$ cat config.mk
export PLATFORM = sky130hd
export DESIGN_NAME = sec_irq_rst_ctrl
export DESIGN_NICKNAME = d
export VERILOG_FILES = /design/src/rtl/sec_irq_rst_pkg.sv /design/src/rtl/sec_irq_rst_access.sv /design/src/rtl/sec_irq_rst_bank.sv /design/src/rtl/sec_irq_rst_cfg.sv /design/src/rtl/sec_irq_rst_mask.sv /design/src/rtl/sec_irq_rst_ctrl.sv
export SDC_FILE = /design/constraint.sdc
export NUM_CORES = 1
export LEC_CHECK = 0
export BUFFER_PORTS_ARGS = -buffer_cell sky130_fd_sc_hd__buf_2
export CAP_MARGIN = 20
export CORE_AREA = 4 4 54 56
export DETAILED_ROUTE_END_ITERATION = 10
export DIE_AREA = 0 0 58 60
export PLACE_DENSITY = 0.84
export SETUP_SLACK_MARGIN = 0.15
export SLEW_MARGIN = 20
export SYNTH_ARGS = -nofsm -noshare
export SYNTH_HDL_FRONTEND = slang
export SYNTH_HIERARCHICAL = 1
export SYNTH_SLANG_ARGS = --single-unit
$ cat constraint.sdc
create_clock -name clk -period 2.46 [get_ports clk]
set_input_delay 0.123 -clock clk [delete_from_list [all_inputs] [get_ports clk]]
set_output_delay 0.123 -clock clk [all_outputs]
set_load 0.02 [all_outputs]
$ cat src/rtl/sec_irq_rst_pkg.sv
package sec_irq_rst_pkg;
  localparam logic [15:0] WR_KEY = 16'h05FA;
  localparam logic [15:0] RD_KEY = 16'hFA05;
  localparam int GRP_W = 3;

  typedef struct packed {
    logic sec_boost;     // bit 14
    logic fault_tgt;     // bit 13
    logic rst_sec_only;  // bit 3
  } scfg_t;
endpackage

$ cat src/rtl/sec_irq_rst_access.sv
module sec_irq_rst_access #(
  parameter int ADDR_W = 10,
  parameter logic [ADDR_W-1:0] REG_OFF = '0,
  parameter bit SEC_EXT = 1'b1
) (
  input  logic              clk,
  input  logic              rst_n,
  input  logic [ADDR_W-1:0] bus_addr,
  input  logic              bus_wr,
  input  logic              bus_secure,
  input  logic [15:0]       key,
  input  logic              req_bit,
  input  logic [1:0]        low_bits,
  input  logic              rst_blocked,
  output logic              hit,
  output logic              eff_sec,
  output logic              wr_ok,
  output logic              req_q,
  output logic              upd_q,
  output logic              err_q
);
  import sec_irq_rst_pkg::*;

  assign hit = (bus_addr == REG_OFF);

  generate
    if (SEC_EXT) begin : g_sec
      assign eff_sec = bus_secure;
    end else begin : g_nosec
      logic unused_sec;
      assign unused_sec = bus_secure;
      assign eff_sec = 1'b0;
    end
  endgenerate

  assign wr_ok = bus_wr && hit && (key == WR_KEY);

  always_ff @(posedge clk or negedge rst_n) begin
    if (!rst_n) begin
      req_q <= 1'b0;
      upd_q <= 1'b0;
      err_q <= 1'b0;
    end else begin
      req_q <= wr_ok && req_bit && (eff_sec || !rst_blocked);
      upd_q <= wr_ok;
      err_q <= wr_ok && (|low_bits);
    end
  end
endmodule

$ cat src/rtl/sec_irq_rst_bank.sv
module sec_irq_rst_bank #(
  parameter bit SEC_EXT = 1'b1
) (
  input  logic                                clk,
  input  logic                                rst_n,
  input  logic                                ld,
  input  logic                                sel_sec,
  input  logic [sec_irq_rst_pkg::GRP_W-1:0]   d,
  output logic [sec_irq_rst_pkg::GRP_W-1:0]   grp_ns,
  output logic [sec_irq_rst_pkg::GRP_W-1:0]   grp_sel
);
  import sec_irq_rst_pkg::*;
  localparam int NBANK = SEC_EXT ? 2 : 1;

  logic [GRP_W-1:0] grp_q [NBANK];

  for (genvar b = 0; b < NBANK; b++) begin : g_bank
    always_ff @(posedge clk or negedge rst_n) begin
      if (!rst_n) grp_q[b] <= '0;
      else if (ld && (sel_sec == (b == 1))) grp_q[b] <= d;
    end
  end

  assign grp_ns = grp_q[0];

  generate
    if (SEC_EXT) begin : g_two
      assign grp_sel = sel_sec ? grp_q[NBANK-1] : grp_q[0];
    end else begin : g_one
      assign grp_sel = grp_q[0];
    end
  endgenerate
endmodule

$ cat src/rtl/sec_irq_rst_cfg.sv
module sec_irq_rst_cfg #(
  parameter bit SEC_EXT = 1'b1
) (
  input  logic                    clk,
  input  logic                    rst_n,
  input  logic                    ld,
  input  sec_irq_rst_pkg::scfg_t  d,
  output sec_irq_rst_pkg::scfg_t  q
);
  import sec_irq_rst_pkg::*;

  generate
    if (SEC_EXT) begin : g_sec
      always_ff @(posedge clk or negedge rst_n) begin
        if (!rst_n) q <= '0;
        else if (ld) q <= d;
      end
    end else begin : g_fixed
      logic unused_cfg;
      assign unused_cfg = ^{clk, rst_n, ld, d};
      assign q = '{sec_boost: 1'b0, fault_tgt: 1'b1, rst_sec_only: 1'b0};
    end
  endgenerate
endmodule

$ cat src/rtl/sec_irq_rst_mask.sv
module sec_irq_rst_mask #(
  parameter int MASK_W = 8
) (
  input  logic [sec_irq_rst_pkg::GRP_W-1:0] grp,
  output logic [MASK_W-1:0]                 mask
);
  for (genvar i = 0; i < MASK_W; i++) begin : g_bit
    assign mask[i] = (i > int'(grp));
  end
endmodule

$ cat src/rtl/sec_irq_rst_ctrl.sv
module sec_irq_rst_ctrl #(
  parameter int ADDR_W = 10,
  parameter logic [ADDR_W-1:0] REG_OFF = 10'h343,
  parameter bit SEC_EXT = 1'b1,
  parameter int MASK_W = 8
) (
  input  logic              clk,
  input  logic              rst_n,
  input  logic [ADDR_W-1:0] bus_addr,
  input  logic              bus_rd,
  input  logic              bus_wr,
  input  logic [31:0]       bus_wdata,
  input  logic              bus_secure,
  output logic [31:0]       bus_rdata,
  output logic              reset_req_o,
  output logic              prio_update_o,
  output logic              misuse_o,
  output logic [MASK_W-1:0] group_mask_o
);
  import sec_irq_rst_pkg::*;

  logic             hit, eff_sec, wr_ok;
  logic [GRP_W-1:0] grp_ns, grp_sel;
  scfg_t            scfg_q, scfg_d;
  logic [31:0]      rd_val;
  logic             unused_wdata;

  assign unused_wdata = ^{bus_wdata[15], bus_wdata[12:11], bus_wdata[7:4]};

  sec_irq_rst_access #(.ADDR_W(ADDR_W), .REG_OFF(REG_OFF), .SEC_EXT(SEC_EXT)) u_access (
    .clk(clk), .rst_n(rst_n), .bus_addr(bus_addr), .bus_wr(bus_wr),
    .bus_secure(bus_secure), .key(bus_wdata[31:16]), .req_bit(bus_wdata[2]),
    .low_bits(bus_wdata[1:0]), .rst_blocked(scfg_q.rst_sec_only),
    .hit(hit), .eff_sec(eff_sec), .wr_ok(wr_ok),
    .req_q(reset_req_o), .upd_q(prio_update_o), .err_q(misuse_o)
  );

  sec_irq_rst_bank #(.SEC_EXT(SEC_EXT)) u_bank (
    .clk(clk), .rst_n(rst_n), .ld(wr_ok), .sel_sec(eff_sec),
    .d(bus_wdata[10:8]), .grp_ns(grp_ns), .grp_sel(grp_sel)
  );

  assign scfg_d = '{sec_boost: bus_wdata[14], fault_tgt: bus_wdata[13],
                    rst_sec_only: bus_wdata[3]};

  sec_irq_rst_cfg #(.SEC_EXT(SEC_EXT)) u_cfg (
    .clk(clk), .rst_n(rst_n), .ld(wr_ok && eff_sec), .d(scfg_d), .q(scfg_q)
  );

  sec_irq_rst_mask #(.MASK_W(MASK_W)) u_mask (
    .grp(grp_ns), .mask(group_mask_o)
  );

  assign rd_val = {RD_KEY, 1'b0, scfg_q.sec_boost & eff_sec, scfg_q.fault_tgt,
                   2'b00, grp_sel, 4'b0000, scfg_q.rst_sec_only & eff_sec, 3'b000};

  assign bus_rdata = (bus_rd && hit) ? rd_val : 32'h0;
endmodule

---- Word-level counts from Yosys, hierarchy flattened ----
Index checks and enable logic that the tools add are counted.
word-level totals
  word-level logic and storage cells ...... 33
  register bits after elaboration ......... 12
  bits of input ports ..................... 47
cells by class
  equal/unequal tests ..................... 2
  bitwise operators ....................... 3
  order comparisons ....................... 7
  mux-type cells .......................... 2
  reduce and logical (&&, ||, !) cells .... 11
operators by type and width
  kind                    number
  $mux W32                1
  $eq A16 B11 Y1 const B  1
  $gt A3 B3 Y1 const A    4
  $eq A10 B10 Y1 const B  1
  $logic_and A1 B1 Y1     8
  $gt A2 B3 Y1 const A    2
  $gt A1 B3 Y1 const A    1
  $mux W3                 1
  $and A1 B1 Y1           2
  $reduce_or A2 Y1        1
  $logic_not A1 Y1        1
  $logic_or A1 B1 Y1      1
  $not A1 Y1              1

---- Logic depth before layout (Yosys ltp) ----
Gate-level depths: netlist of run 1.
  word-level depth ........................ 5
  gate-level depth with buffers ........... 5
  depth with buffers taken out ............ 5

---- By module ----
Netlist of run 1, hierarchy kept.
modules (own cells, without submodules)
  module              area each (µm²)  instances  cells an instance
  sec_irq_rst_bank    289.0            1          20
  sec_irq_rst_ctrl    252.7            1          34
  sec_irq_rst_access  206.4            1          21
  sec_irq_rst_cfg     108.9            1          6
  sec_irq_rst_mask    42.5             1          9

---- Worst setup path before layout of run 1 ----
OpenSTA, ideal clock, no wires.
  kind .................................... input to register
  start point ............................. input bus_addr[5]
  end point ............................... register u_bank.grp_q, in the netlist u_bank/grp_ns[0]
  setup time .............................. 0.125 ns
  setup slack ............................. 0.377 ns
  data arrival time ....................... 1.959 ns
  stages on the path ...................... 5
  required time ........................... 2.335 ns
  cell sequence ........................... or4b_1 > or4_4 > nor2_1 > nor2b_2 > mux2_2
on the way
  longest elaborated chain between the ends .. 4
ends and longest elaborated chain
  what                              RTL line                  text
  from (decl)                       sec_irq_rst_ctrl.sv:9     input logic [ADDR_W-1:0] bus_addr,
  $eq A10 B10 Y1                    sec_irq_rst_access.sv:24  assign hit = (bus_addr == REG_OFF);
  $logic_and A1 B1 Y1 (2 in a row)  sec_irq_rst_access.sv:36  assign wr_ok = bus_wr && hit && (key == WR_KEY);
  named net wr_ok                   sec_irq_rst_ctrl.sv:22    logic hit, eff_sec, wr_ok;
  $logic_and A1 B1 Y1               sec_irq_rst_bank.sv:20    else if (ld && (sel_sec == (b == 1))) grp_q[b] <= d;
  to (signal, indexed assignment)   sec_irq_rst_bank.sv:19    if (!rst_n) grp_q[b] <= '0;
  to (signal, indexed assignment)   sec_irq_rst_bank.sv:20
  to (decl)                         sec_irq_rst_bank.sv:15    logic [GRP_W-1:0] grp_q [NBANK];
The timed path passes the listed nets, and every way through them passes these cells.
A chain may end at the register's enable or synchronous reset.

---- Worst setup path in the final report of run 1 ----
Same ends and word-level chain as after synthesis.

==> results of run 1 <==
-- final timing paths --
| kind | from | endpoint | slack [ns] | depth (start not counted) |
|---|---|---|---|---|
| max reg2reg | u_bank/grp_ns[2] | u_bank/grp_ns[2] | 1.61 | 1 |
| min reg2reg | u_bank/grp_q[2] | u_bank/grp_q[2] | 0.49 | 1 |
| max in group asynchronous | rst_n | u_cfg/q[1] | 1.97 | 2 |
| min | bus_wdata[10] | u_bank/grp_q[2] | 0.09 | 2 |
| min in group asynchronous | rst_n | u_bank/grp_ns[1] | 0.27 | 2 |
| max | bus_addr[5] | u_bank/grp_ns[0] | 0.36 | 6 |
-- synthesized netlist by cell type (2+ instances only) --
cell      n  area (um2)
and4_1    2        17.5
conb_1    2        7.51
dfrtp_1  12         300
and3_2    4        30.0
nor3_2    2        20.0
nand2_1   2        7.51
mux2_2    9         101
buf_4    30         225
o21ai_0   2        10.0
nor3_1    2        10.0
mux2_1    3        33.8
nor2_1    3        11.3
inv_1     2        7.51
-- layout make-up --
class	instances	area, um2	share of cell area [%]
inverter	2	7.51	0.664
timing repair buffer	65	333	29.4
tap	30	37.5	3.32
sequential	12	300	26.5
clock buffer	3	22.5	1.99
multi-input combinational	63	430	38.1
-- power groups by stage --
stage,clock (uW),combinational (uW),sequential (uW)
floorplan,0,57.5,201
global placement,0,67.8,201
detailed placement,0,69.6,201
CTS,123,70.8,197
global route,131,78.6,197
finish,115,70.6,197
-- state kept, by name, summed over array words and instances (netlist names) --
name            cells
u_access/req_q      1
u_bank/grp_q        3
u_access/upd_q      1
u_bank/grp_ns       3
u_access/err_q      1
u_cfg/q             3
-- layer usage --
layer	share of wire [%]	GRT usage [%]
met1	34	13.7
met5	0	0
met2	48	20.0
met3	17	4.75
met4	0.48	6.29
-- logic make-up (layout without fill, tap and decap cells) --
group	after synthesis	count (layout)	synth area share, %
compound gates	3	3	1.67
buf+inv	32	70	25.9
other cells	2	19	0.835
mux	12	12	15.0
simple gates	29	29	23.2
flops	12	12	33.4
-- through the flow --
stage | util [%] | power [uW] | setup slack [ns] | instances
2_1_floorplan | - | 259 | 0.377 | 107
3_3_place_gp | 45.2 | 269 | 0.130 | 171
3_5_place_dp | 45.2 | 271 | 0.0646 | 171
4_1_cts | 46.5 | 391 | 0.353 | 175
5_1_grt | 46.5 | 406 | 0.294 | 175
6_report | 46.5 | 382 | 0.357 | 175
-- what timing repair did --
item	CTS	global route
setup buffers	0	0
resized for setup	0	0
hold endpoints to repair	12	0
hold buffers	1	0
==> run_results.csv, run 1 <==
group,metric,value,unit
run_status,status,"complete, no violations",
global_routing,grt_max_degree,13,
drt,detail-route-antenna-nets,0,
final_layout,nets,194,
final_layout,finalInstanceArea,1130,um2
clocking,cts_tree,"yes",
timing,finClkSkew,0.0000507,ns
yosys,synthesis.area,900,um2
yosys,synth_edf_count,0,
timing,fin_crit_sh,85.5,%
yosys,synth-async-reset-ratio,100,%
die,start_util,37.0,%
placed_design,globalplace.congestion,0.741,
timing,period_minus_slack,2.10,ns
final_layout,area_delta_synth_final,25.7,%
drt,drt_wl_total,2090,um
placed_design,hpwl,1810,um
drt,drc,0,
power_and_ir_drop,power_density,338,nW/um2
yosys,ys.flop_type,"dfrtp_1",
drt,vias,777,
power_and_ir_drop,power_switching_share,26.6,%
die,rows,18,
drt,vias_per_cell,4.44,
clocking,cts_max_path_buffers,2,
die,io_pins,90,
timing,grt_setup_unrepaired,"no",
timing,fmax,476,MHz
clocking,clk_pin_slew_worst_paths,0.07,ns
placed_design,io_buffers,63,
timing,setup_tns,0,ns
setup_path,endpoint_kind,"flip-flop",
global_routing,grt_pass1_vias,766,
setup_path,cpPeakStageDelay,0.58,ns
timing,whs,0.0929,ns
clocking,cts_buffers,3,
global_routing,grt_use_total,12.2,%
die,core,2430,um2
setup_path,cp_top_family,"simple AND/OR/NAND/NOR gates",
die,fp.dieH,60,um
yosys,synth_area_per_cell,10.0,um2
final_layout,num_antenna_cells,0,
placed_design,placed_area,1100,um2
power_and_ir_drop,p_comb_share,18.5,%
drt,wire_per_inst,11.9,um
die,dieArea,3480,um2
final_layout,most-common-layout-cells,"buf_2, conb_1, dfrtp_1",
power_and_ir_drop,ir_worst_vdd,0.244,mV
clocking,clk_latency,0.26,ns
power_and_ir_drop,seqPwrFrac,51.6,%
final_layout,drive_above_1_share,60.0,%
setup_path,cp_slowest_cell,"or4_4",
setup_path,required,2.61,ns
power_and_ir_drop,p_leak,0.000649,uW
global_routing,antenna_found_initial,0,
final_layout,nFillCells,268,
die,die_w,58,um
final_layout,final_common_cell,"buf_2",
setup_path,crit_fanout,4,
yosys,yosysSeqAreaShare,33.4,%
clocking,clkSinkCount,12,
yosys,ys_warn_count,6,
setup_path,crit_buf_inv,1,
drt,first_pass_iters,2,
worst_hold_path,hp-class,"in -> reg",
timing,maxSlewViolCount,0,
setup_path,cp.arrival,2.26,ns
clocking,cts-root-buf,"clkbuf_4",
setup_path,critPathLaunchType,"primary input",
yosys,ys_ff_latch,12,
clocking,htree_levels,1,
run,cap_violations,0,
yosys,ys_types,28,
setup_path,critPathKind,"in -> reg",
timing,final-hold-violation-count,0,
power_and_ir_drop,p_int,281,uW
drt,drt-initial-drc-count,18,
setup_path,crit_chain,"buf_2 > or4b_1 > or4_4 > nor2_1 > nor2b_2 > mux2_2",
global_routing,grt_pass1_wl,3150,um
timing,setup_viol,0,
power_and_ir_drop,power.switching,102,uW
yosys,syn_inst,90,
power_and_ir_drop,power_frac_clock,30.0,%
global_routing,grt_overflow_total,0,
No activity file was read; power rests on OpenSTA's default activity.
==> inputs of run 2 (changes only) <==
--- a/config.mk
+++ b/config.mk
@@ -11,6 +11,7 @@
 export DETAILED_ROUTE_END_ITERATION = 10
 export DIE_AREA = 0 0 58 60
 export PLACE_DENSITY = 0.84
+export RECOVER_POWER = 100
 export SETUP_SLACK_MARGIN = 0.15
 export SLEW_MARGIN = 20
 export SYNTH_ARGS = -nofsm -noshare
==> run 2 against run 1 <==
  * Power decreased by 0.12%
  * Worst setup slack lost 0.065 ns
  * Sequential share of layout area increased by 1.2 points
  * Critical path type unchanged
==> run_results.csv, run 2 (synthesis results as in run 1) <==
group,metric,value,unit
run_status,status,"complete, no violations",
clocking,cts-root-buf,"clkbuf_4",
placed_design,hpwl,1810,um
global_routing,grt_use_total,12.2,%
power_and_ir_drop,ir_worst_vdd,0.244,mV
clocking,hold_buffers,1,
global_routing,grt_overflow_total,0,
setup_path,critPathKind,"in -> reg",
setup_path,cp_top_family,"simple AND/OR/NAND/NOR gates",
die,dieArea,3480,um2
worst_hold_path,hp-class,"in -> reg",
final_layout,nets,194,
die,rows,18,
final_layout,final_common_cell,"buf_2",
clocking,clk_pin_slew_worst_paths,0.07,ns
placed_design,pre_cts_slack,0.0646,ns
setup_path,cp.arrival,2.32,ns
die,fp.dieH,60,um
drt,detail-route-antenna-nets,0,
die,core,2430,um2
clocking,clkSinkCount,12,
drt,vias_per_cell,4.43,
clocking,cts_tree,"yes",
timing,fin_crit_sh,88.1,%
timing,setup_viol,0,
clocking,clk_latency,0.26,ns
final_layout,area_delta_synth_final,20.4,%
final_layout,final_cells,175,
clocking,htree_levels,1,
timing,whs,0.0908,ns
timing,period_minus_slack,2.17,ns
setup_path,crit_chain,"buf_2 > or4b_1 > or4_1 > nor2_1 > nor2b_1 > mux2_2",
power_and_ir_drop,power_density,352,nW/um2
setup_path,critPathLaunchType,"primary input",
final_layout,num_antenna_cells,0,
final_layout,most-common-layout-cells,"buf_2, clkbuf_1, conb_1",
setup_path,cp_slowest_cell,"or4_1",
die,start_util,37.0,%
clocking,cts_buffers,3,
timing,maxSlewViolCount,0,
clocking,post_cts_buffers,0,
global_routing,grt_pass1_vias,766,
placed_design,io_buffers,63,
timing,finClkSkew,0.0000522,ns
timing,fmax,461,MHz
die,io_pins,90,
timing,setup_tns,0,ns
run,cap_violations,0,
setup_path,required,2.61,ns
timing,worstMarginPinSlew,0.638,ns
drt,drt-initial-drc-count,5,
setup_path,crit_buf_inv,1,
timing,final-hold-violation-count,0,
timing,finalWorstSetupSlack,0.293,ns
global_routing,antenna_found_initial,0,
clocking,cts.repair.resized,0,
drt,drt_wl_total,2120,um
placed_design,dp.cells,171,
timing,relSlewSlack,57.5,%
final_layout,drive_above_1_share,40.0,%
drt,drc,0,
setup_path,crit_fanout,4,
drt,wire_per_inst,12.1,um
setup_path,cpPeakStageDelay,0.60,ns
drt,vias,775,
power_and_ir_drop,p_leak,0.000563,uW
placed_design,globalplace.congestion,0.741,
setup_path,endpoint_kind,"flip-flop",
global_routing,grt_pass1_wl,3150,um
final_layout,fin_util,44.5,%
timing,grt_setup_unrepaired,"no",
drt,first_pass_iters,2,
global_routing,grt_max_degree,13,
die,die_w,58,um
clocking,cts_max_path_buffers,2,
## run 2: through the flow
stage	cell area, um2	total power, uW
6_report	1080	382
5_1_grt	1080	405
4_1_cts	1130	391
3_5_place_dp	1100	271
3_3_place_gp	1100	269
2_1_floorplan	963	259
## run 2: path summary, 6_finish.rpt
| kind | from | end | slack [ns] | cells past startpoint |
|---|---|---|---|---|
| worst max-delay path | bus_addr[5] | u_bank/grp_ns[0] | 0.29 | 6 |
| worst min register to register | u_bank/grp_q[2] | u_bank/grp_q[2] | 0.49 | 1 |
| max in group asynchronous | rst_n | u_cfg/q[2] | 1.65 | 2 |
| min in group asynchronous | rst_n | u_access/upd_q | 0.40 | 2 |
| worst min-delay path | bus_wdata[10] | u_bank/grp_q[2] | 0.09 | 2 |
| worst max register to register | u_bank/grp_ns[2] | u_bank/grp_ns[2] | 1.61 | 1 |
## run 2: layout make-up
type                            instances  area, um2
Multi-Input combinational cell         63        415
Tap cell                               30       37.5
Fill cell                             276       1350
Timing Repair Buffer                   65        300
Sequential cell                        12        300
Clock buffer                            3       22.5
Inverter                                2       7.51
## run 2: power breakdown
group,internal [uW],total (uW),switching [uW]
clock network,56.5,115,58.4
registers,197,197,0.0000361
logic,26.6,69.8,43.1
total,280,382,102
## run 2: routing by layer
metal	wire, um	up-vias	global-route usage [%]
li1	-	375	-
met1	728	335	13.7
met2	1010	63	20.0
met3	370	2	4.75
met4	10	0	6.29
met5	0	-	0
==> inputs of run 3 (changes only) <==
--- a/config.mk
+++ b/config.mk
@@ -12,6 +12,7 @@
 export DIE_AREA = 0 0 58 60
 export PLACE_DENSITY = 0.84
 export RECOVER_POWER = 100
+export REMOVE_ABC_BUFFERS = 1
 export SETUP_SLACK_MARGIN = 0.15
 export SLEW_MARGIN = 20
 export SYNTH_ARGS = -nofsm -noshare
==> run 3 against run 2 <==
  * Wire length is 2.0% lower
  * Maximum frequency is 3.3% higher
  * Core utilization is 0.36 points higher
  * Count of clock-buffer cells in the layout is 1 higher
  * Clock skew is 0.0066 ns higher
  * Non-clock buffer count stayed put
==> run_results.csv, run 3 (synthesis results as in run 1) <==
group,metric,value,unit
run,cap_violations,0,
timing,fmax,476,MHz
global_routing,grt_max_degree,13,
setup_path,cp.arrival,2.26,ns
final_layout,nets,194,
die,dieArea,3480,um2
worst_hold_path,worstHoldStart,"bus_wdata[9]",
drt,vias_per_cell,4.34,
power_and_ir_drop,power_frac_clock,37.7,%
clocking,htree_levels,1,
final_layout,fin_util,44.9,%
timing,final-hold-violation-count,0,
clocking,cts_max_path_buffers,2,
setup_path,rr_worst_depth,1,
global_routing,grt_pass1_vias,754,
power_and_ir_drop,power_switching_share,26.4,%
die,core,2430,um2
die,io_pins,90,
global_routing,antenna_found_initial,0,
worst_hold_path,hp-class,"in -> reg",
clocking,cts-root-buf,"clkbuf_4",
clocking,post_cts_buffers,0,
global_routing,grt_overflow_total,0,
global_routing,grt_use_total,11.6,%
placed_design,hpwl,1730,um
setup_path,reg2reg_slack,1.59,ns
worst_hold_path,holdPathEnd,"u_bank/grp_q[1]",
run_status,status,"complete, no violations",
die,die_w,58,um
timing,period_minus_slack,2.10,ns
placed_design,io_buffers,63,
timing,maxSlewViolCount,0,
die,rows,18,
setup_path,required,2.62,ns
final_layout,area_delta_synth_final,21.4,%
timing,setup_viol,0,
setup_path,timing.rr.end,"u_bank/grp_ns[2]",
power_and_ir_drop,p_leak,0.000570,uW
clocking,cts_tree,"yes",
die,start_util,37.0,%
setup_path,crit_fanout,4,
clocking,clk_latency,0.28,ns
timing,worstMarginPinSlew,0.674,ns
final_layout,num_antenna_cells,0,
setup_path,critPathLaunchType,"primary input",
drt,wire_per_inst,11.8,um
power_and_ir_drop,power.switching,113,uW
global_routing,grt_pass1_wl,3110,um
timing,setup_tns,0,ns
setup_path,endpoint_kind,"flip-flop",
drt,drt_wl_total,2080,um
final_layout,most-common-layout-cells,"buf_2, clkbuf_1, conb_1",
final_layout,finalInstanceArea,1090,um2
drt,first_pass_iters,2,
clocking,cts_buffers,3,
drt,vias,763,
power_and_ir_drop,p_int,314,uW
setup_path,critPathKind,"in -> reg",
timing,fin_crit_sh,85.3,%
timing,finClkSkew,0.00669,ns
timing,relSlewSlack,55.0,%
placed_design,placed_area,1100,um2
die,fp.dieH,60,um
clocking,hold_buffers,1,
setup_path,r2r_start,"u_bank/grp_ns[2]",
power_and_ir_drop,seqPwrFrac,46.2,%
worst_hold_path,min_path_cells,2,
drt,drc,0,
power_and_ir_drop,p_comb_share,16.1,%
power_and_ir_drop,power_density,390,nW/um2
placed_design,globalplace.congestion,0.642,
clocking,cts.repair.resized,0,
timing,whs,0.0654,ns
power_and_ir_drop,ir_worst_vdd,0.339,mV
drt,drt-initial-drc-count,20,
timing,grt_setup_unrepaired,"no",
clocking,clk_pin_slew_worst_paths,0.08,ns
final_layout,drive_above_1_share,39.7,%
drt,detail-route-antenna-nets,0,
final_layout,final_common_cell,"buf_2",
clocking,clkSinkCount,12,
run 3: worst max-delay path by stage:
stage / startpoint / to / slack (ns) / cells past startpoint
2_1_floorplan: bus_addr[5] / u_bank/grp_ns[0] / 0.38 / 5
4_1_cts: bus_addr[5] / u_bank/grp_ns[2] / 0.41 / 6
6_report: bus_addr[5] / u_bank/grp_ns[2] / 0.36 / 6
3_3_place_gp: bus_addr[5] / u_bank/grp_ns[2] / 0.14 / 6
3_5_place_dp: bus_addr[5] / u_bank/grp_ns[2] / 0.11 / 6
5_1_grt: bus_addr[5] / u_bank/grp_ns[2] / 0.26 / 6
run 3: worst max-delay path, stage by stage:
cell,delay (ns)
buf_2,0.10
or4b_1,0.53
or4_1,0.58
nor2_1,0.24
nor2b_1,0.33
mux2_2,0.37
run 3: layer usage:
metal  vias up  wire (um)  track usage [%]  part of all wire (%)
li1        373          -                -                     -
met1       328        821             14.3                    40
met2        60        968             19.2                    47
met3         2        261             1.51                    13
met4         0         27             6.95                   1.3
met5         -          0                0                     0
run 3: area by class of cell:
class                      count  area [um2]
timing repair buffer          65         300
clock buffer                   4        36.3
sequential                    12         300
inverter                       2        7.51
fill                         265        1340
multi-input combinational     63         410
tap                           30        37.5
run 3: stage by stage:
stage	worst slack, ns	total power [uW]	cells
2_1_floorplan	0.377	233	77
3_3_place_gp	0.135	268	171
3_5_place_dp	0.111	269	171
4_1_cts	0.410	430	176
5_1_grt	0.260	446	176
6_report	0.361	426	176
run 3: power by group through the flow:
stage                     clock network [uW]  registers (uW)  logic (uW)
after global placement                     0             201        67.3
after global routing                     172             197        76.7
after floorplan                            0             201        31.6
after detailed placement                   0             201        68.4
final                                    161             197        68.7
after CTS                                164             197        69.6
